==> src/rtl/pkt_pkg.sv <==
// Shared types for the pause-keyed transmitter.
package pkt_pkg;
    // Frame sequencer states.
    typedef enum logic [1:0] {
        TX_IDLE  = 2'd0,
        TX_PAUSE = 2'd1,
        TX_MARK  = 2'd2,
        TX_TAIL  = 2'd3
    } tx_state_e;
endpackage

==> src/rtl/pkt_prescaler.sv <==
// Tick prescaler: asserts tick_o once every DIV clocks.
// Assumes DIV >= 2; restart_i returns the count to zero on the next edge.
module pkt_prescaler #(
    parameter int DIV = 32
) (
    input  logic clk,
    input  logic rst_n,
    input  logic restart_i,
    output logic tick_o
);
    localparam int CW = $clog2(DIV);
    localparam logic [CW-1:0] LAST = CW'(DIV - 1);

    logic [CW-1:0] cnt_q;

    // Count clocks, wrap at DIV-1, restart on request.
    always_ff @(posedge clk) begin
        if (!rst_n || restart_i) cnt_q <= '0;
        else if (cnt_q == LAST)  cnt_q <= '0;
        else                     cnt_q <= cnt_q + 1'b1;
    end

    assign tick_o = (cnt_q == LAST);
endmodule

==> src/rtl/pkt_bit_timer.sv <==
// Elapsed-tick counter for the current bit or trailing pause.
// Assumes the caller clears it on every bit boundary; clear wins over tick.
module pkt_bit_timer #(
    parameter int W = 8
) (
    input  logic         clk,
    input  logic         rst_n,
    input  logic         clr_i,
    input  logic         tick_i,
    output logic [W-1:0] elap_o
);
    // Count ticks since the last clear.
    always_ff @(posedge clk) begin
        if (!rst_n || clr_i) elap_o <= '0;
        else if (tick_i)     elap_o <= elap_o + 1'b1;
    end
endmodule

==> src/rtl/pkt_shifter.sv <==
// Right-shifting frame register: bit 0 is the bit in flight, bit 1 the next.
// Assumes W >= 2; load_i has priority over shift_i.
module pkt_shifter #(
    parameter int W = 16
) (
    input  logic         clk,
    input  logic         rst_n,
    input  logic         load_i,
    input  logic [W-1:0] data_i,
    input  logic         shift_i,
    output logic         cur_o,
    output logic         nxt_o
);
    logic [W-1:0] sh_q;

    // Hold the frame word and move it down one bit per sent bit.
    always_ff @(posedge clk) begin
        if (!rst_n)       sh_q <= '0;
        else if (load_i)  sh_q <= data_i;
        else if (shift_i) sh_q <= {1'b0, sh_q[W-1:1]};
    end

    assign cur_o = sh_q[0];
    assign nxt_o = sh_q[1];
endmodule

==> src/rtl/pause_keyed_tx.sv <==
// Pause-width keyed frame transmitter.
// Each bit is a carrier-off gap of PAUSE_TICKS followed by carrier-on until the
// bit reaches ONE_TICKS (symbol 1) or ZERO_TICKS (symbol 0); the symbol is the
// frame bit XOR the keystream bit. A trailing gap ends the frame, then done_o
// pulses and the tick prescaler restarts. Assumes PAUSE_TICKS < ZERO_TICKS,
// PAUSE_TICKS < ONE_TICKS, and an outside generator that steps on ks_adv_o
// before the next bit starts.
module pause_keyed_tx #(
    parameter int TICK_DIV    = 32,
    parameter int PAUSE_TICKS = 30,
    parameter int ONE_TICKS   = 150,
    parameter int ZERO_TICKS  = 90,
    parameter int MAX_BITS    = 16,
    localparam int NB_W       = $clog2(MAX_BITS + 1)
) (
    input  logic                clk,
    input  logic                rst_n,
    input  logic                start_i,
    input  logic [MAX_BITS-1:0] frame_i,
    input  logic [NB_W-1:0]     nbits_i,
    input  logic                ks_bit_i,
    output logic                carrier_o,
    output logic                ks_adv_o,
    output logic                done_o
);
    import pkt_pkg::*;

    localparam int LEN_MAX = (ONE_TICKS > ZERO_TICKS) ? ONE_TICKS : ZERO_TICKS;
    localparam int EW      = $clog2(LEN_MAX + 1);
    localparam logic [EW-1:0] PAUSE_END = EW'(PAUSE_TICKS - 1);
    localparam logic [EW-1:0] ONE_END   = EW'(ONE_TICKS - 1);
    localparam logic [EW-1:0] ZERO_END  = EW'(ZERO_TICKS - 1);
    localparam logic [NB_W-1:0] NB_MAX  = NB_W'(MAX_BITS);

    tx_state_e       state_q;
    logic            sym_q;
    logic [NB_W-1:0] rem_q;
    logic            adv_q, done_q;

    logic            tick, restart, t_clr, sh_load, sh_shift;
    logic            cur_bit, nxt_bit;
    logic [EW-1:0]   elap;
    logic [NB_W-1:0] nb_eff;
    logic            pause_end, mark_end;

    pkt_prescaler #(.DIV(TICK_DIV)) u_pre (
        .clk(clk), .rst_n(rst_n), .restart_i(restart), .tick_o(tick)
    );

    pkt_bit_timer #(.W(EW)) u_tmr (
        .clk(clk), .rst_n(rst_n), .clr_i(t_clr), .tick_i(tick), .elap_o(elap)
    );

    pkt_shifter #(.W(MAX_BITS)) u_sh (
        .clk(clk), .rst_n(rst_n), .load_i(sh_load), .data_i(frame_i),
        .shift_i(sh_shift), .cur_o(cur_bit), .nxt_o(nxt_bit)
    );

    // Clamp the requested bit count to 1..MAX_BITS.
    always_comb begin
        if (nbits_i == '0)         nb_eff = NB_W'(1);
        else if (nbits_i > NB_MAX) nb_eff = NB_MAX;
        else                       nb_eff = nbits_i;
    end

    // Timing comparisons against the elapsed-tick count.
    assign pause_end = tick && (elap == PAUSE_END);
    assign mark_end  = tick && (elap == (sym_q ? ONE_END : ZERO_END));

    // Strobes to the prescaler, timer and shifter, decoded from the state.
    always_comb begin
        sh_load  = (state_q == TX_IDLE) && start_i;
        sh_shift = (state_q == TX_MARK) && mark_end && (rem_q != '0);
        restart  = sh_load || ((state_q == TX_TAIL) && pause_end);
        t_clr    = sh_load || ((state_q == TX_MARK) && mark_end);
    end

    // Frame sequencer: pause, mark per bit, then trailing pause.
    always_ff @(posedge clk) begin
        if (!rst_n) begin
            state_q <= TX_IDLE;
            sym_q   <= 1'b0;
            rem_q   <= '0;
            adv_q   <= 1'b0;
            done_q  <= 1'b0;
        end else begin
            adv_q  <= 1'b0;
            done_q <= 1'b0;
            unique case (state_q)
                TX_IDLE: if (start_i) begin
                    state_q <= TX_PAUSE;
                    sym_q   <= frame_i[0] ^ ks_bit_i;
                    rem_q   <= nb_eff - 1'b1;
                end
                TX_PAUSE: if (pause_end) begin
                    state_q <= TX_MARK;
                    adv_q   <= 1'b1;
                end
                TX_MARK: if (mark_end) begin
                    if (rem_q == '0) begin
                        state_q <= TX_TAIL;
                    end else begin
                        state_q <= TX_PAUSE;
                        sym_q   <= nxt_bit ^ ks_bit_i;
                        rem_q   <= rem_q - 1'b1;
                    end
                end
                TX_TAIL: if (pause_end) begin
                    state_q <= TX_IDLE;
                    done_q  <= 1'b1;
                end
                default: state_q <= TX_IDLE;
            endcase
        end
    end

    assign carrier_o = (state_q != TX_PAUSE) && (state_q != TX_TAIL);
    assign ks_adv_o  = adv_q;
    assign done_o    = done_q;

    logic unused_cur;
    assign unused_cur = cur_bit;
endmodule

==> config.mk <==
export PLATFORM = sky130hd
export DESIGN_NAME = pause_keyed_tx
export DESIGN_NICKNAME = d
export VERILOG_FILES = /design/src/rtl/pkt_pkg.sv /design/src/rtl/pkt_prescaler.sv /design/src/rtl/pkt_bit_timer.sv /design/src/rtl/pkt_shifter.sv /design/src/rtl/pause_keyed_tx.sv
export SDC_FILE = /design/constraint.sdc
export NUM_CORES = 1
export LEC_CHECK = 0
export CAP_MARGIN = 40
export CORE_UTILIZATION = 45
export CTS_CLUSTER_DIAMETER = 100
export DETAILED_ROUTE_END_ITERATION = 7
export GPL_ROUTABILITY_DRIVEN = 0
export PLACE_DENSITY = 0.79
export SYNTH_ARGS = -nofsm -noshare
export SYNTH_HDL_FRONTEND = slang
export SYNTH_HIERARCHICAL = 1
export SYNTH_SLANG_ARGS = --single-unit
==> constraint.sdc <==
create_clock -name clk -period 2.1 [get_ports clk]
set_clock_uncertainty 0.1 [all_clocks]
set_input_delay 0.21 -clock clk [delete_from_list [all_inputs] [get_ports clk]]
set_output_delay 0.21 -clock clk [all_outputs]
set_load 0.005 [all_outputs]
==> results of run 1 <==
-- state kept, by name, summed over array words and instances, names as in the netlist --
signal / cells
done_o: 1
ks_adv_o: 1
rem_q: 5
state_q: 2
sym_q: 1
u_pre/cnt_q: 5
u_sh/sh_q: 15
u_tmr/elap_o: 8
-- stage by stage --
step	utilization, %	power, mW	hold slack, ns
2_1_floorplan	-	0.9485	0.2434
3_3_place_gp	58.14	1.040	0.3265
3_5_place_dp	58.14	1.046	0.3365
4_1_cts	61.43	1.678	0.3570
5_1_grt	63.63	1.747	0.3815
6_report	63.63	1.669	0.3666
-- layout by cell type (no fill, tap or decap), drive strengths merged, types with 4 or more instances in the layout --
cell type	count
mux2i	7
clkdlybuf4s50	27
dfxtp	38
nor2	16
a21oi	7
xor2	4
buf	25
nor3	6
o21ai	8
clkbuf	6
mux2	15
nand2	18
o211a	14
ha	4
inv	5
nand2b	16
nand3	5
-- cell type report --
class / count / area [um2] / share of cell area [%]
clock buffers: 5 / 68.82 / 2.434
clock inverters: 3 / 45.04 / 1.593
inverters: 5 / 18.77 / 0.6637
multi-input cells: 164 / 1355 / 47.92
flip-flops and latches: 38 / 763.2 / 26.99
well taps: 52 / 65.06 / 2.301
repair buffers: 53 / 511.7 / 18.10
-- final timing paths --
check | start | to | slack (ns)
worst max register to register | u_pre/cnt_q[0] | u_sh/sh_q[5] | -0.02
worst min-delay path | frame_i[15] | u_sh/sh_q[15] | 0.37
worst max-delay path | u_pre/cnt_q[0] | u_sh/sh_q[5] | -0.02
worst min register to register | rem_q[1] | rem_q[1] | 0.38
-- critical path, stage by stage, from the launching register on --
cell,delay (ns)
dfxtp_2,0.36
ha_4,0.13
and3_4,0.17
ha_4,0.14
nand3_4,0.07
nor4b_4,0.20
buf_4,0.18
clkbuf_16,0.16
mux2_4,0.30
o211a_1,0.20
-- metal layers --
metal | vias to the layer above | share of wire (%) | global-route usage (%)
li1 | 883 | - | -
met1 | 799 | 46 | 21.95
met2 | 36 | 48 | 30.42
met3 | 9 | 4.2 | 4.986
met4 | 0 | 1.8 | 8.222
met5 | - | 0 | 0
-- what timing repair did --
item / 4_1_cts / 5_1_grt
buffers inserted: 2 / 2
endpoints found under the setup margin: 15 / 19
gates resized for setup: 5 / 12
cloned: 0 / 1
pin swaps: 4 / 8
-- power by group through the flow --
| stage | logic, mW | clock network, mW | registers, mW |
|---|---|---|---|
| 2_1_floorplan | 0.153 | 0 | 0.796 |
| 3_3_place_gp | 0.239 | 0 | 0.801 |
| 3_5_place_dp | 0.243 | 0 | 0.803 |
| 4_1_cts | 0.251 | 0.640 | 0.786 |
| 5_1_grt | 0.283 | 0.672 | 0.792 |
| 6_report | 0.258 | 0.623 | 0.788 |
==> results.json, run 1 <==
{
  "status": "complete, but fails checks",
  "violations": "DRC, setup timing",
  "clkTransAtPathRegs_ns": 0.08,
  "relSlewSlack_pct": 74.92,
  "drive_above_1_share_pct": 26.87,
  "grt_max_degree": 31,
  "die_h_um": 70.53,
  "ir_drop_mv": 0.3939,
  "ctsHoldBuffers": 0,
  "grt_pass1_vias": 1633,
  "power_frac_comb_pct": 15.5,
  "internal_power_mw": 1.268,
  "worstSetupStartpointType": "flip-flop",
  "grt_use_total_pct": 18.18,
  "criticalPathCategory": "reg -> reg",
  "viasPerCell": 5.397,
  "die-area_um2": 4974,
  "antennaDiodeCount": 0,
  "hold_path.class": "in -> reg",
  "setup_ws_ns": -0.02262,
  "post-route-period-util_pct": 101.1,
  "leakage_nw": 1.233,
  "wl_per_cell_um": 13.60,
  "p_sw_share_pct": 24.04,
  "routed_wl_mm": 4.352,
  "cts_root_buf": "clkbuf_8",
  "grt-ovfl-total": 0,
  "holdPathStages": 3,
  "seqPwrFrac_pct": 47.2,
  "hold_viol": 0,
  "p_per_area_nw_per_um2": 590.4,
  "cts_tree": "built",
  "synth_warnings": 6,
  "syn_area_per_cell_um2": 9.694,
  "drt_first_pass_iters": 6,
  "min_period_ns": 2.123,
  "fillers": 352,
  "cp.arrival_ns": 2.22,
  "antenna_found_initial": 0,
  "pin_count": 28,
  "synth_nets": 247,
  "final_max_slew_viol_count": 0,
  "rsz0062_at_grt": "true",
  "max_freq_mhz": 471.1,
  "placed_cell_area_um2": 2584,
  "power.net_switching_mw": 0.4014,
  "initial_core_util_pct": 47.55,
  "coreArea_um2": 4444,
  "remaining_drc_errors": 4,
  "dp_slack_ns": -0.05614,
  "tns_ns": -0.05181,
  "vias": 1727,
  "cts.sinks": 38,
  "end_kind": "flip-flop",
  "finalSetupViolCount": 8,
  "cp_max_fo": 8,
  "worst_slew_pin_slew_ns": 0.3751,
  "drtIter0Drc": 100,
  "nets": 296,
  "clock_power_share_pct": 37.3,
  "syn_inst": 218,
  "reg2reg_depth": 9,
  "hpwlAfterDp_mm": 2.976,
  "port_buffers": 27,
  "fin_cells": 320,
  "fin_area_um2": 2828,
  "htreeDepth": 2,
  "postRouteAntennaNets": 0,
  "syn_area_um2": 2113,
  "place_inst": 307,
  "grt_pass1_wl_mm": 7.141,
  "fp-row-count": 24,
  "clk_latency_ns": 0.30,
  "fp.dieW_um": 70.53,
  "cts_made_buffers": 5,
  "area_growth_pct": 33.81,
  "clockBufferDepth": 2,
  "cp.required_ns": 2.20,
  "drv_cap": 0
}
(Power assumes the default switching activity.)
==> run 2, diff against run 1 <==
- GPL_TIMING_DRIVEN: default -> 0
- SKIP_LAST_GASP: default -> 1
==> run 2 against run 1 <==
Clock-buffer cell count rose by 1. Maximum frequency fell by 3.9%. Global-route usage fell by 0.20 points. Die area did not move. The flow still finishes with violations (DRC, setup timing). Sequential power barely moved. Via count fell by 0.46%. Register-to-register slack got worse by 0.09 ns. Final area fell by 2.4%. Setup slack got worse by 0.085 ns. Critical endpoint unchanged. Routed wire length fell by 1.9%. Non-clock buffer count fell by 4.
==> results.json, run 2 (synthesis gave the netlist of run 1 again) <==
{
  "status": "complete, but fails checks",
  "violations": "DRC, setup timing",
  "coreArea_um2": 4444,
  "path_common_cell": "ha_4",
  "grt_use_total_pct": 17.99,
  "clkTransAtPathRegs_ns": 0.08,
  "largest_reg_flops": 15,
  "viasPerCell": 5.440,
  "initial_core_util_pct": 47.55,
  "tns_ns": -1.073,
  "remaining_drc_errors": 4,
  "hpwlAfterDp_mm": 2.899,
  "layout_common_cells": "31 x dfxtp_1, 27 x clkdlybuf4s50_1, 18 x nand2_1",
  "port_buffers": 27,
  "htreeDepth": 2,
  "clk_latency_ns": 0.28,
  "final_common_cell": "dfxtp_1",
  "worstSetupStartpointType": "flip-flop",
  "grt_pass1_wl_mm": 7.265,
  "pin_count": 28,
  "path_cells": "ha_4, and3_4, ha_4, nand3_4, nor4b_4, buf_6, clkbuf_16, mux2_4, o211a_1",
  "hold_path.class": "reg -> reg",
  "vias": 1719,
  "nets": 292,
  "drtIter0Drc": 103,
  "post-route-period-util_pct": 105.1,
  "cp.required_ns": 2.18,
  "r2r_setup_slack_ns": -0.11,
  "drt_first_pass_iters": 6,
  "ctsHoldBuffers": 0,
  "cp.arrival_ns": 2.29,
  "min_period_ns": 2.208,
  "postRouteAntennaNets": 0,
  "area_growth_pct": 30.55,
  "fin_total_pwr_mw": 1.559,
  "hold_viol": 0,
  "grt-ovfl-total": 0,
  "cpPeakStageDelay_ns": 0.36,
  "routed_wl_mm": 4.269,
  "cp_max_fo": 5,
  "antennaDiodeCount": 0,
  "criticalPathCategory": "reg -> reg",
  "grt_pass1_vias": 1673,
  "setup_ws_ns": -0.1080,
  "ir_drop_mv": 0.3811,
  "worst-path-buf-inv": 2,
  "relSlewSlack_pct": 67.29,
  "cts.sinks": 38,
  "cts_tree": "built",
  "wl_per_cell_um": 13.51,
  "rsz0062_at_grt": "true",
  "p_per_area_nw_per_um2": 565.0,
  "final_max_slew_viol_count": 0,
  "cts_root_buf": "clkbuf_8",
  "clockBufferDepth": 2,
  "cts_made_buffers": 5,
  "drv_cap": 0,
  "die_h_um": 70.53,
  "dp_slack_ns": -0.2516,
  "die-area_um2": 4974,
  "top_regs": "u_sh/sh_q (15), u_tmr/elap_o (8)",
  "leakage_nw": 1.178,
  "fp-row-count": 24,
  "fillers": 381,
  "finalSetupViolCount": 13,
  "end_kind": "flip-flop",
  "worst_slew_pin_slew_ns": 0.4891,
  "antenna_found_initial": 0,
  "largest-register": "u_sh/sh_q",
  "grt_max_degree": 15,
  "crit_slowest_cell": "dfxtp_2",
  "crit_family": "simple AND/OR/NAND/NOR gates",
  "fp.dieW_um": 70.53,
  "whs_ns": 0.3831,
  "drive_above_1_share_pct": 25.76,
  "max_freq_mhz": 452.9
}
[run 2: cell types whose count changed in the layout (fill, tap and decap cells not counted), moves of 2 or more]
cell	before	now
nor2_1	12	15
clkbuf_1	0	3
nor2_2	3	0
dfxtp_2	2	7
buf_4	22	10
mux2_4	14	12
buf_2	0	2
mux2_2	1	3
dfxtp_1	36	31
[run 2: tightest hold or removal path: stages, from the launching register on]
cell and delay [ns]:
dfxtp_1 0.33, nand2_1 0.06, mux2i_1 0.05
[run 2: metrics by stage]
stage               instances  util (%)  cell area, um2
detailed placement        297     55.83            2481
global route              316     62.08            2759
floorplan                 218         -            2146
finish                    316     62.08            2759
CTS                       312     59.94            2664
global placement          297     55.83            2481
[run 2: timing repair]
item | CTS | global route
setup buffers | 7 | 4
pin swaps | 5 | 5
endpoints found under the setup margin | 16 | 30
endpoints found under the hold margin | 0 | 0
gates resized for setup | 7 | 10
gates cloned | 0 | 1
[run 2: final cells by class]
| cell class | instances | area, um2 | share of cell area, % |
|---|---|---|---|
| clock inverters | 2 | 12.51 | 0.4535 |
| well taps | 52 | 65.06 | 2.358 |
| inverters | 5 | 18.77 | 0.6803 |
| repair buffers | 39 | 402.9 | 14.60 |
| plain buffers | 10 | 78.83 | 2.857 |
| flip-flops and latches | 38 | 769.5 | 27.89 |
| multi-input cells | 164 | 1329 | 48.16 |
| clock buffers | 6 | 82.58 | 2.993 |
[run 2: where the power goes]
group | internal (mW) | switching (mW) | total, mW
sequential | 0.759 | 0.0288 | 0.788
combinational | 0.146 | 0.0992 | 0.245
clock | 0.264 | 0.262 | 0.526
[run 2: final timing paths]
path	startpoint	endpoint	depth (start not counted)
worst max register to register	u_pre/cnt_q[1]	u_sh/sh_q[5]	9
worst min register to register	rem_q[1]	rem_q[1]	2
worst max-delay path	u_pre/cnt_q[1]	u_sh/sh_q[5]	9
worst min-delay path	rem_q[1]	rem_q[1]	2
[run 2: per-layer routing]
| layer | vias to the layer above | routed length, um | global-route usage (%) |
|---|---|---|---|
| met2 | 33 | 1993 | 30.42 |
| li1 | 875 | - | - |
| met3 | 4 | 159 | 3.561 |
| met1 | 807 | 2071 | 22.97 |
| met4 | 0 | 46 | 6.444 |
| met5 | - | 0 | 0 |
==> run 3, diff against run 2 <==
- CORE_ASPECT_RATIO: default -> 1.75
- PLACE_DENSITY: 0.79 -> 0.78
==> run 3 against run 2 <==
Non-clock buffer count shrank 4. Core utilization shrank 0.53 points. Routed wire length grew 5.9%. Hold slack lost 0.0098 ns. The flow finishes with violations (setup timing). Clock-buffer cell count grew 1. Cell count shrank 1.6%. Largest power group unchanged. Via count grew 2.4%. Maximum frequency shrank 1.6%. Sequential share of layout area grew 0.24 points. Largest cell class unchanged. Flip-flop and latch count is the same. Critical path depth is the same. Combinational power is essentially flat.
==> results.json, run 3 (synthesis gave the netlist of run 1 again) <==
{
  "status": "complete, but fails checks",
  "violations": "setup timing",
  "hold_path_end": "u_sh/sh_q[15]",
  "antenna_found_initial": 0,
  "relSlewSlack_pct": 65.23,
  "coreArea_um2": 4444,
  "routed_wl_mm": 4.521,
  "grt_pass1_wl_mm": 7.741,
  "reg2reg_depth": 9,
  "setup_ws_ns": -0.1440,
  "r2r_setup_slack_ns": -0.14,
  "path_common_cell": "ha_4",
  "final_max_slew_viol_count": 0,
  "worst_slew_pin_slew_ns": 0.5199,
  "drv_cap": 0,
  "initial_core_util_pct": 47.55,
  "grt_use_total_pct": 20.78,
  "wl_per_cell_um": 14.54,
  "clockBufferDepth": 2,
  "largest_reg_flops": 15,
  "cp.arrival_ns": 2.33,
  "max_freq_mhz": 445.6,
  "cts_tree": "built",
  "ir_drop_mv": 0.4847,
  "r2r-end": "u_sh/sh_q[12]",
  "utilization_pct": 61.54,
  "grt-ovfl-total": 0,
  "cts_root_buf": "clkbuf_8",
  "grt_pass1_vias": 1747,
  "htreeDepth": 2,
  "rsz0062_at_grt": "true",
  "holdPathStages": 3,
  "pin_count": 28,
  "fin_total_pwr_mw": 1.561,
  "remaining_drc_errors": 0,
  "nets": 288,
  "port_buffers": 27,
  "cp.required_ns": 2.18,
  "cts.sinks": 38,
  "criticalPathCategory": "reg -> reg",
  "leakage_nw": 1.164,
  "hold_path.class": "in -> reg",
  "die_h_um": 92.66,
  "r2r_start": "u_pre/cnt_q[0]",
  "fillers": 367,
  "layout_common_cells": "31 x dfxtp_1, 27 x clkdlybuf4s50_1, 18 x nand2_1",
  "area_growth_pct": 29.43,
  "finalSetupViolCount": 17,
  "cpPeakStageDelay_ns": 0.35,
  "min-delay-start": "frame_i[15]",
  "clk_latency_ns": 0.29,
  "end_kind": "flip-flop",
  "cts_made_buffers": 5,
  "postRouteAntennaNets": 0,
  "post-route-period-util_pct": 106.9,
  "hold_viol": 0,
  "vias": 1761,
  "worstSetupStartpointType": "flip-flop",
  "fp-row-count": 32,
  "cp_max_fo": 5,
  "clkTransAtPathRegs_ns": 0.07,
  "viasPerCell": 5.662,
  "top_regs": "u_sh/sh_q (15), u_tmr/elap_o (8)",
  "path_cells": "ha_4, and3_4, ha_4, nand3_4, nor4b_4, buf_6, clkbuf_16, mux2_4, o211a_1",
  "largest-register": "u_sh/sh_q",
  "p_per_area_nw_per_um2": 570.8,
  "crit_slowest_cell": "dfxtp_2",
  "hpwlAfterDp_mm": 3.097,
  "fin_cells": 311,
  "drtIter0Drc": 39,
  "final_common_cell": "dfxtp_1",
  "whs_ns": 0.3733,
  "drt_first_pass_iters": 4,
  "die-area_um2": 4985,
  "drive_above_1_share_pct": 26.15,
  "antennaDiodeCount": 0,
  "min_period_ns": 2.244,
  "grt_max_degree": 15,
  "place_inst": 296,
  "fp.dieW_um": 53.80
}
run 3: power breakdown:
group	leakage (nW)	internal, mW	switching, mW
clock	0.0482	0.265	0.260
combinational	0.801	0.147	0.101
sequential	0.314	0.759	0.0292
run 3: worst max-delay path by stage:
stage	from	slack, ns	to	cells after the start
after global routing	u_pre/cnt_q[0]	-0.23	u_sh/sh_q[10]	9
after floorplan	u_pre/cnt_q[1]	-0.13	u_sh/sh_q[10]	9
after detailed placement	u_pre/cnt_q[0]	-0.26	u_sh/sh_q[6]	9
after CTS	u_pre/cnt_q[1]	-0.15	u_sh/sh_q[12]	9
after global placement	u_pre/cnt_q[0]	-0.25	u_sh/sh_q[6]	9
final	u_pre/cnt_q[0]	-0.14	u_sh/sh_q[12]	9
run 3: stage by stage:
stage / worst slack [ns] / area (um2) / setup TNS, ns
after floorplan: -0.1340 / 2146 / -1.374
after global placement: -0.2452 / 2480 / -3.077
after detailed placement: -0.2639 / 2480 / -3.439
after CTS: -0.1537 / 2663 / -2.567
after global routing: -0.2293 / 2735 / -3.260
final: -0.1440 / 2735 / -1.795
run 3: per-layer routing:
layer	share of wire (%)	up-vias	track usage, %
met1	40	837	22.37
met2	55	44	36.21
met4	2.1	0	9.211
met5	0	-	0
li1	-	870	-
met3	3.2	10	4.926
run 3: critical path, delay by kind of cell, from the launching register on:
kind	cells	cell delay (ns)
multiplexers	1	0.29
AND/OR/NAND/NOR	3	0.57
buffers and inverters	2	0.34
flip-flops	1	0.35
adder cells (fa/ha/maj)	2	0.27
AO/OA/AOI/OAI	1	0.20
run 3: area by class of cell:
type	count	area (um2)	area share, %
clock buffers	7	86.33	3.156
well taps	51	63.81	2.333
flip-flops and latches	38	769.5	28.13
inverters	5	18.77	0.6862
plain buffers	10	78.83	2.882
multi-input cells	164	1353	49.45
repair buffers	35	360.3	13.17
clock inverters	1	5.005	0.1830
run 3: repair_timing:
| item | in CTS | in global routing |
|---|---|---|
| gates cloned | 0 | 1 |
| setup buffers | 6 | 1 |
| setup endpoints to repair | 16 | 30 |
| pin swaps | 6 | 7 |
| hold buffers | 0 | 0 |
| gates resized for setup | 10 | 14 |
